<file path="config.mk">
export PLATFORM = sky130hd
export DESIGN_NAME = step_resume_ctl
export DESIGN_NICKNAME = d
export VERILOG_FILES = /design/src/rtl/srctl_pkg.sv /design/src/rtl/srctl_retire.sv /design/src/rtl/srctl_arbiter.sv /design/src/rtl/step_resume_ctl.sv
export SDC_FILE = /design/constraint.sdc
export NUM_CORES = 1
export LEC_CHECK = 0
export BUFFER_PORTS_ARGS = -buffer_cell sky130_fd_sc_hd__buf_2
export CORE_AREA = 2 2 39 41
export CTS_BUF_LIST = sky130_fd_sc_hd__clkbuf_2 sky130_fd_sc_hd__clkbuf_4 sky130_fd_sc_hd__clkbuf_8
export CTS_CLUSTER_DIAMETER = 30
export CTS_CLUSTER_SIZE = 20
export DETAILED_ROUTE_END_ITERATION = 16
export DIE_AREA = 0 0 41 43
export GPL_ROUTABILITY_DRIVEN = 0
export PLACE_DENSITY = 0.67
export SYNTH_ARGS = -nofsm -noshare
export SYNTH_HDL_FRONTEND = slang
export SYNTH_SLANG_ARGS = --single-unit
</file>
<file path="constraint.sdc">
create_clock -name clk -period 1.11 [get_ports clk]
set_input_delay 0.0555 -clock clk [delete_from_list [all_inputs] [get_ports clk]]
set_output_delay 0.0555 -clock clk [all_outputs]
set_load 0.005 [all_outputs]
</file>
<file path="src/rtl/srctl_pkg.sv">
package srctl_pkg;

  typedef enum logic [2:0] {
    IC_OTHER   = 3'd0,
    IC_IRET    = 3'd1,
    IC_POPF    = 3'd2,
    IC_TSWITCH = 3'd3,
    IC_SWINT   = 3'd4
  } iclass_e;

  typedef enum logic [1:0] {
    SEL_NONE  = 2'd0,
    SEL_DEBUG = 2'd1,
    SEL_FAULT = 2'd2,
    SEL_IRQ   = 2'd3
  } esel_e;

  // True for classes whose completion reloads flags from memory.
  function automatic logic loads_image(iclass_e c);
    return (c == IC_IRET) || (c == IC_POPF) || (c == IC_TSWITCH);
  endfunction

  // Flags after successful completion: {tf, rf}.
  function automatic logic [1:0] retire_flags(iclass_e c, logic tf_cur,
                                              logic img_tf, logic img_rf);
    logic [1:0] r;
    if (loads_image(c))      r = {img_tf, img_rf};
    else if (c == IC_SWINT)  r = 2'b00;
    else                     r = {tf_cur, 1'b0};
    return r;
  endfunction

endpackage

</file>
<file path="src/rtl/srctl_retire.sv">
module srctl_retire
  import srctl_pkg::*;
(
  input  iclass_e cls,
  input  logic    tf_cur,
  input  logic    img_tf,
  input  logic    img_rf,
  input  logic    tbit,
  output logic    tf_ret,
  output logic    rf_ret,
  output logic    tbit_hit
);
  logic [1:0] fl;
  always_comb begin
    fl       = retire_flags(cls, tf_cur, img_tf, img_rf);
    tf_ret   = fl[1];
    rf_ret   = fl[0];
    tbit_hit = (cls == IC_TSWITCH) && tbit;
  end
endmodule

</file>
<file path="src/rtl/srctl_arbiter.sv">
module srctl_arbiter
  import srctl_pkg::*;
(
  input  logic  irq_follow,
  input  logic  fault,
  input  logic  start,
  input  logic  dbg_fault_req,
  input  logic  done,
  input  logic  step_armed,
  input  logic  tbit_hit,
  input  logic  dbg_trap_req,
  input  logic  ext_irq,
  input  logic  tf_cur,
  input  logic  rf_cur,
  input  logic  tf_ret,
  input  logic  rf_ret,
  output esel_e sel,
  output logic  is_fault,
  output logic  push_tf,
  output logic  push_rf,
  output logic  tf_nx,
  output logic  rf_nx,
  output logic  bs,
  output logic  bt,
  output logic  irq_chk_nx
);
  logic trap_any;
  assign trap_any = step_armed | tbit_hit | dbg_trap_req;

  always_comb begin
    sel        = SEL_NONE;
    is_fault   = 1'b0;
    push_tf    = 1'b0;
    push_rf    = 1'b0;
    tf_nx      = tf_cur;
    rf_nx      = rf_cur;
    bs         = 1'b0;
    bt         = 1'b0;
    irq_chk_nx = 1'b0;
    if (irq_follow) begin
      sel     = SEL_IRQ;
      push_tf = tf_cur;
      push_rf = rf_cur;
      tf_nx   = 1'b0;
    end else if (fault) begin
      sel      = SEL_FAULT;
      is_fault = 1'b1;
      push_tf  = tf_cur;
      push_rf  = 1'b1;
      tf_nx    = 1'b0;
    end else if (start && dbg_fault_req && !rf_cur) begin
      sel      = SEL_DEBUG;
      is_fault = 1'b1;
      push_tf  = tf_cur;
      push_rf  = 1'b1;
      tf_nx    = 1'b0;
    end else if (done) begin
      rf_nx = rf_ret;
      if (trap_any) begin
        sel        = SEL_DEBUG;
        push_tf    = tf_ret;
        push_rf    = rf_ret;
        tf_nx      = 1'b0;
        bs         = step_armed;
        bt         = tbit_hit;
        irq_chk_nx = ext_irq;
      end else if (ext_irq) begin
        sel     = SEL_IRQ;
        push_tf = tf_ret;
        push_rf = rf_ret;
        tf_nx   = 1'b0;
      end else begin
        tf_nx = tf_ret;
      end
    end
  end
endmodule

</file>
<file path="src/rtl/step_resume_ctl.sv">
module step_resume_ctl
  import srctl_pkg::*;
(
  input  logic       clk,
  input  logic       rst_n,
  input  logic       insn_start,
  input  logic       insn_done,
  input  logic [2:0] insn_class,
  input  logic       mem_tf,
  input  logic       mem_rf,
  input  logic       new_tbit,
  input  logic       other_fault,
  input  logic       dbg_fault_req,
  input  logic       dbg_trap_req,
  input  logic       ext_irq,
  output logic [1:0] exc_sel,
  output logic       exc_fault,
  output logic       push_tf,
  output logic       push_rf,
  output logic       tf,
  output logic       rf,
  output logic       stat_bs,
  output logic       stat_bt
);
  logic  tf_q, rf_q, step_armed_q, irq_chk_q;
  esel_e sel_q;
  logic  fault_q, ptf_q, prf_q, bs_q, bt_q;

  // Named internal events
  logic  irq_follow;
  logic  tf_ret, rf_ret, tbit_hit;
  esel_e sel_c;
  logic  is_fault_c, ptf_c, prf_c, tf_nx, rf_nx, bs_c, bt_c, irq_chk_nx;

  assign irq_follow = irq_chk_q & ext_irq;

  srctl_retire u_retire (
    .cls      (iclass_e'(insn_class)),
    .tf_cur   (tf_q),
    .img_tf   (mem_tf),
    .img_rf   (mem_rf),
    .tbit     (new_tbit),
    .tf_ret   (tf_ret),
    .rf_ret   (rf_ret),
    .tbit_hit (tbit_hit)
  );

  srctl_arbiter u_arb (
    .irq_follow    (irq_follow),
    .fault         (other_fault),
    .start         (insn_start),
    .dbg_fault_req (dbg_fault_req),
    .done          (insn_done),
    .step_armed    (step_armed_q),
    .tbit_hit      (tbit_hit),
    .dbg_trap_req  (dbg_trap_req),
    .ext_irq       (ext_irq),
    .tf_cur        (tf_q),
    .rf_cur        (rf_q),
    .tf_ret        (tf_ret),
    .rf_ret        (rf_ret),
    .sel           (sel_c),
    .is_fault      (is_fault_c),
    .push_tf       (ptf_c),
    .push_rf       (prf_c),
    .tf_nx         (tf_nx),
    .rf_nx         (rf_nx),
    .bs            (bs_c),
    .bt            (bt_c),
    .irq_chk_nx    (irq_chk_nx)
  );

  always_ff @(posedge clk) begin
    if (!rst_n) begin
      tf_q         <= 1'b0;
      rf_q         <= 1'b0;
      step_armed_q <= 1'b0;
      irq_chk_q    <= 1'b0;
      sel_q        <= SEL_NONE;
      fault_q      <= 1'b0;
      ptf_q        <= 1'b0;
      prf_q        <= 1'b0;
      bs_q         <= 1'b0;
      bt_q         <= 1'b0;
    end else begin
      tf_q      <= tf_nx;
      rf_q      <= rf_nx;
      irq_chk_q <= irq_chk_nx;
      sel_q     <= sel_c;
      fault_q   <= is_fault_c;
      ptf_q     <= ptf_c;
      prf_q     <= prf_c;
      bs_q      <= bs_c;
      bt_q      <= bt_c;
      // TF is captured when the instruction begins, not when it ends.
      if (insn_start && sel_c == SEL_NONE) step_armed_q <= tf_q;
      else if (insn_done || other_fault || sel_c != SEL_NONE) step_armed_q <= 1'b0;
    end
  end

  assign exc_sel   = sel_q;
  assign exc_fault = fault_q;
  assign push_tf   = ptf_q;
  assign push_rf   = prf_q;
  assign tf        = tf_q;
  assign rf        = rf_q;
  assign stat_bs   = bs_q;
  assign stat_bt   = bt_q;

  AST_TF_CLEAR_ON_ENTRY: assert property (@(posedge clk) disable iff (!rst_n)
    (sel_q != SEL_NONE) |-> !tf_q);
  AST_STEP_FROM_START: assert property (@(posedge clk) disable iff (!rst_n)
    bs_q |-> $past(step_armed_q));
  AST_FAULT_PUSHES_RF: assert property (@(posedge clk) disable iff (!rst_n)
    fault_q |-> prf_q);
  AST_RF_MASKS_DBG_FAULT: assert property (@(posedge clk) disable iff (!rst_n)
    (rf_q && insn_start && dbg_fault_req && !other_fault && !irq_follow)
    |=> (sel_q == SEL_NONE));
  AST_PLAIN_CLEARS_RF: assert property (@(posedge clk) disable iff (!rst_n)
    (insn_done && insn_class == IC_OTHER && !other_fault && !irq_follow)
    |=> !rf_q);
  AST_IRQ_AFTER_TRAP: assert property (@(posedge clk) disable iff (!rst_n)
    (irq_chk_q && ext_irq) |=> (sel_q == SEL_IRQ));
  AST_TBIT_TRAP: assert property (@(posedge clk) disable iff (!rst_n)
    (insn_done && insn_class == IC_TSWITCH && new_tbit && !other_fault && !irq_follow)
    |=> (bt_q && sel_q == SEL_DEBUG));
  AST_CAUSE_ONLY_DEBUG: assert property (@(posedge clk) disable iff (!rst_n)
    (bs_q || bt_q) |-> (sel_q == SEL_DEBUG && !fault_q));
endmodule

</file>
# [Yosys cells after proc, flatten, opt, wreduce, memory -nomap -nowiden]
# Index checks and enable logic that the tools add are counted.
[totals] register_bits=11 latchBits=0 mem_bits_rw=0 romBits=0 output_inout_bits=9 elab_cells=65 memories=0
[op_classes] addsub=0 mul=0 n_div=0 order_cmp=0 eq_ne=4 shift=0 mux=26 bitwise=9 n_reduce_logical=16
[ops] op="1-bit two-way mux" n=18
[ops] op="2-bit two-way mux" n=8
[ops] op="3-bit by 2-bit == test with 1-bit output (second input constant)" n=2
[ops] op="1-bit NOT" n=6
[ops] op="6-bit OR reduction" n=1
[ops] op="1-bit logical AND" n=4
[ops] op="1-bit logical OR" n=4
[ops] op="4-bit AND reduction" n=1
[ops] op="2-bit nonzero test" n=2
[ops] op="4-bit OR reduction" n=1
[ops] op="3-bit by 1-bit == test with 1-bit output (second input constant)" n=1
[ops] op="3-bit == test (second input constant)" n=1
[ops] op="2-bit logical NOT" n=1
[ops] op="1-bit bitwise OR" n=2
[ops] op="2-bit OR reduction" n=1
[ops] op="1-bit bitwise AND" n=1
[ops] op="1-bit logical NOT" n=1

# [Logic depth before layout (Yosys ltp)]
[logic_depth] word_depth=13 mapped_depth=4 ltp_nobuf=4

# [Cells and area by module]
# From an unflattened synthesis, not the netlist that was laid out.
[unflattened] hier_cells=61 area_unflattened_um2=551.8
[by_module_without_submodules] mod="step_resume_ctl" instances=1 cells_per_inst=27 area_each_um2=325.3
[by_module_without_submodules] mod="srctl_arbiter" instances=1 cells_per_inst=28 area_each_um2=180.2
[by_module_without_submodules] mod="srctl_retire" instances=1 cells_per_inst=6 area_each_um2=46.3

# [Worst setup path after synthesis]
# No wires, ideal clock.
[synth_timing] path_type="reg2reg" from="register step_armed_q" to="register tf_q, in the netlist tf" setup_time_ns=0.103 t_arrival_ns=1.055 path_slack_ns=-0.049 stages_incl_launch_ff=3 path_cell_list="dfxtp_1 > o41a_1 > a2111oi_2"
[synth_via] elab_chain_len=3
[synth_lines] element="start, declared" line_no="step_resume_ctl.sv:25" rtl="logic tf_q, rf_q, step_armed_q, irq_chk_q;"
[synth_lines] element="start signal, assigned" line_no="step_resume_ctl.sv:96" rtl="if (insn_start && sel_c == SEL_NONE) step_armed_q <= tf_q;"
[synth_lines] element="1-bit bitwise OR (2 in series)" line_no="srctl_arbiter.sv:28" rtl="assign trap_any = step_armed | tbit_hit | dbg_trap_req;"
[synth_lines] element="1-bit two-way mux" line_no="srctl_arbiter.sv:59" rtl="if (trap_any) begin"
[synth_lines] element="end signal, assigned" line_no="step_resume_ctl.sv:86" rtl="tf_q <= tf_nx;"
[synth_lines] element="end, declared" line_no="step_resume_ctl.sv:25"
# Every way passes these cells.
# A chain may end at the register's enable or synchronous reset.

# [Final worst setup path]
[layout_timing] from="register rf_q, in the netlist rf" to="register step_armed_q"
[layout_via] elab_chain_len=8 elab_cells_between_ends=11 classes_between="mux (4); reduce/logical (7)"
[layout_lines] element="start, declared" line_no="step_resume_ctl.sv:25"
[layout_lines] element="start signal, assigned" line_no="step_resume_ctl.sv:87" rtl="rf_q <= rf_nx;"
[layout_lines] element="1-bit logical NOT (*)" line_no="srctl_arbiter.sv:51" rtl="end else if (start && dbg_fault_req && !rf_cur) begin"
[layout_lines] element="1-bit logical AND (*)" line_no="srctl_arbiter.sv:51"
[layout_lines] element="2-bit two-way mux (*)" line_no="srctl_arbiter.sv:51"
[layout_lines] element="2-bit two-way mux (*)" line_no="srctl_arbiter.sv:45" rtl="end else if (fault) begin"
[layout_lines] element="2-bit two-way mux (*)" line_no="srctl_arbiter.sv:40" rtl="if (irq_follow) begin"
[layout_lines] element="2-bit logical NOT or 2-bit nonzero test (tied branches)" line_no="step_resume_ctl.sv:96, step_resume_ctl.sv:97"
[layout_lines] element="1-bit logical AND or 1-bit logical OR (tied branches)" line_no="step_resume_ctl.sv:96, step_resume_ctl.sv:97"
[layout_lines] element="1-bit two-way mux or 2-bit nonzero test (tied branches)"
# Every way passes the cells marked *; elsewhere a longest branch is shown, timed or not.

==> impl_metrics.ini <==
[synth]
synth-seq-area-share_pct = 45.0
netlist_top_cells_area = dfxtp_1 45%, a21oi_1 5.1%, and3_1 3.8%
synth_ff_type = dfxtp_1
synth_area_um2 = 489
async_flop_share_pct = 0
avgSynthCellArea_um2 = 9.59
synth_fp_nets = 65
synth_edf_count = 0
synth_commonest_cells = 11 x dfxtp_1, 5 x a21oi_1, 4 x nand2_1, 4 x nor2_1, 3 x and3_1
synth_cell_types = 26
syn_inst = 51
ys_ff_latch = 11
yosysMostFrequentCell = dfxtp_1
synth_area_leader_cell = dfxtp_1
synth_top_area_share_pct = 45.0
yosys_warnings = 0

[global_routing]
grt_pass1_vias = 474
grt_overflow = 0
grt_pass1_wl_um = 1860
grt_max_degree = 12
antenna_found_initial = 0
grt_use_total_pct = 15.3

[drt]
postRouteAntennaNets = 0
drtIter0Drc = 8
wl_per_cell_um = 13.4
routed_via_density = 5.42
first_pass_iters = 4
dr_total_vias = 542
drc_errors = 0
wl_um = 1340

[power_and_ir_drop]
peakVddDrop_v = 0.000673
pwr-share-comb_pct = 18.7
pwr-share-clk_pct = 34.1
pwr-share-seq_pct = 47.2
sw_frac_of_total_pct = 25.3
power_switching_mw = 0.220
power.density_nw_per_um2 = 1140
power_mw = 0.872
internal_power_mw = 0.652
p_leak_nw = 0.350

[clock_network]
cts_sinks = 11
cts_root_buf = clkbuf_4
clk_pin_slew_ps = 70
clk_path_buf_depth = 2
cts_tree = done
cts_buffers = 3
clkLatencyLatePin_ps = 270
h-tree-depth = 1

[layout]
syn_to_final_growth_pct = 56.8
diodes = 0
drive_above_1_share_pct = 57.1
finalNetCount = 99

[floorplan]
initial_core_util_pct = 35.4
num_rows = 14
design.die.area_um2 = 1760
die_w_um = 41
coreArea_um2 = 1380
die_y_um = 43
boundaryPins = 23

[setup_path]
path_class = flop to flop
cp-start-kind = flop
cp-end-kind = flop
required_ps = 1290
worst-path-max-fanout = 5
cp.arrival_ps = 1300

[sta]
rsz0062_at_grt = yes
setup_viol = 3
tightest_slew_ps = 339
setup_ws_ps = -17.7
period_minus_slack_ps = 1130
report.final.slew_viol_count = 0
hold_violations = 0
finalSetupTns_ps = -34.6
finalCritPeriodShare_pct = 102
fmax_mhz = 887
slew_headroom_pct = 77.4
skew_ps = 2.17

[outcome]
outcome = complete, but fails checks
violations = setup timing

[hold_path]
worst_hold_path_type = input port to flop

[placed_design]
io_buffers = 22
hpwl_um = 899

[job]
cap_violations = 0
-- metrics by stage --
step                setup WS (ps)  hold WS [ps]  cell area [µm²]  utilization, %  std cells
floorplan                   0.614           172              492               -         51
global placement            -55.5           329              663            47.9         94
detailed placement          -60.6           332              663            47.9         94
CTS                          12.3          58.1              727            52.5         99
global route                -73.7          84.2              767            55.4        100
finish                      -17.7          73.3              767            55.4        100
-- registers in the layout, indices dropped and copies added, names as in the netlist --
| signal | cells |
|---|---|
| stat_bs | 1 |
| step_armed_q | 1 |
| exc_fault | 1 |
| exc_sel | 2 |
| rf | 1 |
| push_tf | 1 |
| stat_bt | 1 |
| tf | 1 |
| irq_chk_q | 1 |
| push_rf | 1 |
-- critical path, cell delays in order (launching register included) --
cell and delay [ps]:
dfxtp_2 320, nand3b_1 240, nand3_1 200, o21ai_4 80
nor4b_2 200
-- path summary, 6_finish.rpt --
| kind | endpoint | from | cells past startpoint | slack (ps) |
|---|---|---|---|---|
| worst max register to register | step_armed_q | rf | 4 | -20 |
| worst min-delay path | push_rf | mem_rf | 3 | 70 |
| worst max-delay path | step_armed_q | rf | 4 | -20 |
| worst min register to register | push_tf | tf | 2 | 530 |
-- cell type report --
| cell class | count | area [µm²] |
|---|---|---|
| Clock buffer | 4 | 30.0 |
| Multi-Input combinational cell | 37 | 315 |
| Sequential cell | 11 | 224 |
| Fill cell | 119 | 617 |
| Tap cell | 16 | 20.0 |
| Timing Repair Buffer | 30 | 170 |
| Inverter | 2 | 7.51 |
-- per-layer routing --
layer | global-route usage (%) | up-vias | part of all wire [%]
li1 | - | 260 | -
met1 | 17.9 | 259 | 40
met2 | 25.6 | 23 | 54
met3 | 3.14 | 0 | 5.6
met4 | 6.00 | 0 | 0
met5 | 0 | - | 0
-- repair_timing --
item,CTS,global route
hold buffers,0,0
pin swaps,5,4
buffers inserted,1,1
resized for setup,8,4
endpoints found under the setup margin,4,9
gates cloned,0,0
-- kinds of logic (layout without fill, tap and decap cells) --
| group | count (synthesis) | count (layout) | share of synthesized area [%] |
|---|---|---|---|
| compound gates | 15 | 15 | 24.0 |
| xor+xnor | 1 | 1 | 1.79 |
| buf+inv | 3 | 36 | 2.30 |
| flops | 11 | 11 | 45.0 |
| simple gates | 21 | 21 | 26.9 |
-- placed cells by master (no fill, tap or decap), types with 2 or more instances in the layout --
master / Yosys / final
a21oi_1: 5 / 4
and3_1: 3 / 2
buf_2: 0 / 22
buf_4: 0 / 8
clkbuf_4: 0 / 4
dfxtp_1: 11 / 8
dfxtp_2: 0 / 3
inv_1: 2 / 2
nand2_1: 4 / 3
nand3_1: 2 / 2
nor2_1: 4 / 4
-- power groups by stage --
| stage | combinational [mW] | clock, mW | sequential, mW |
|---|---|---|---|
| 6_report | 0.163 | 0.298 | 0.412 |
| 5_1_grt | 0.178 | 0.321 | 0.413 |
| 4_1_cts | 0.143 | 0.302 | 0.412 |
| 3_5_place_dp | 0.130 | 0 | 0.420 |
| 3_3_place_gp | 0.129 | 0 | 0.420 |
| 2_1_floorplan | 0.0572 | 0 | 0.422 |
(Power assumes the default switching activity.)
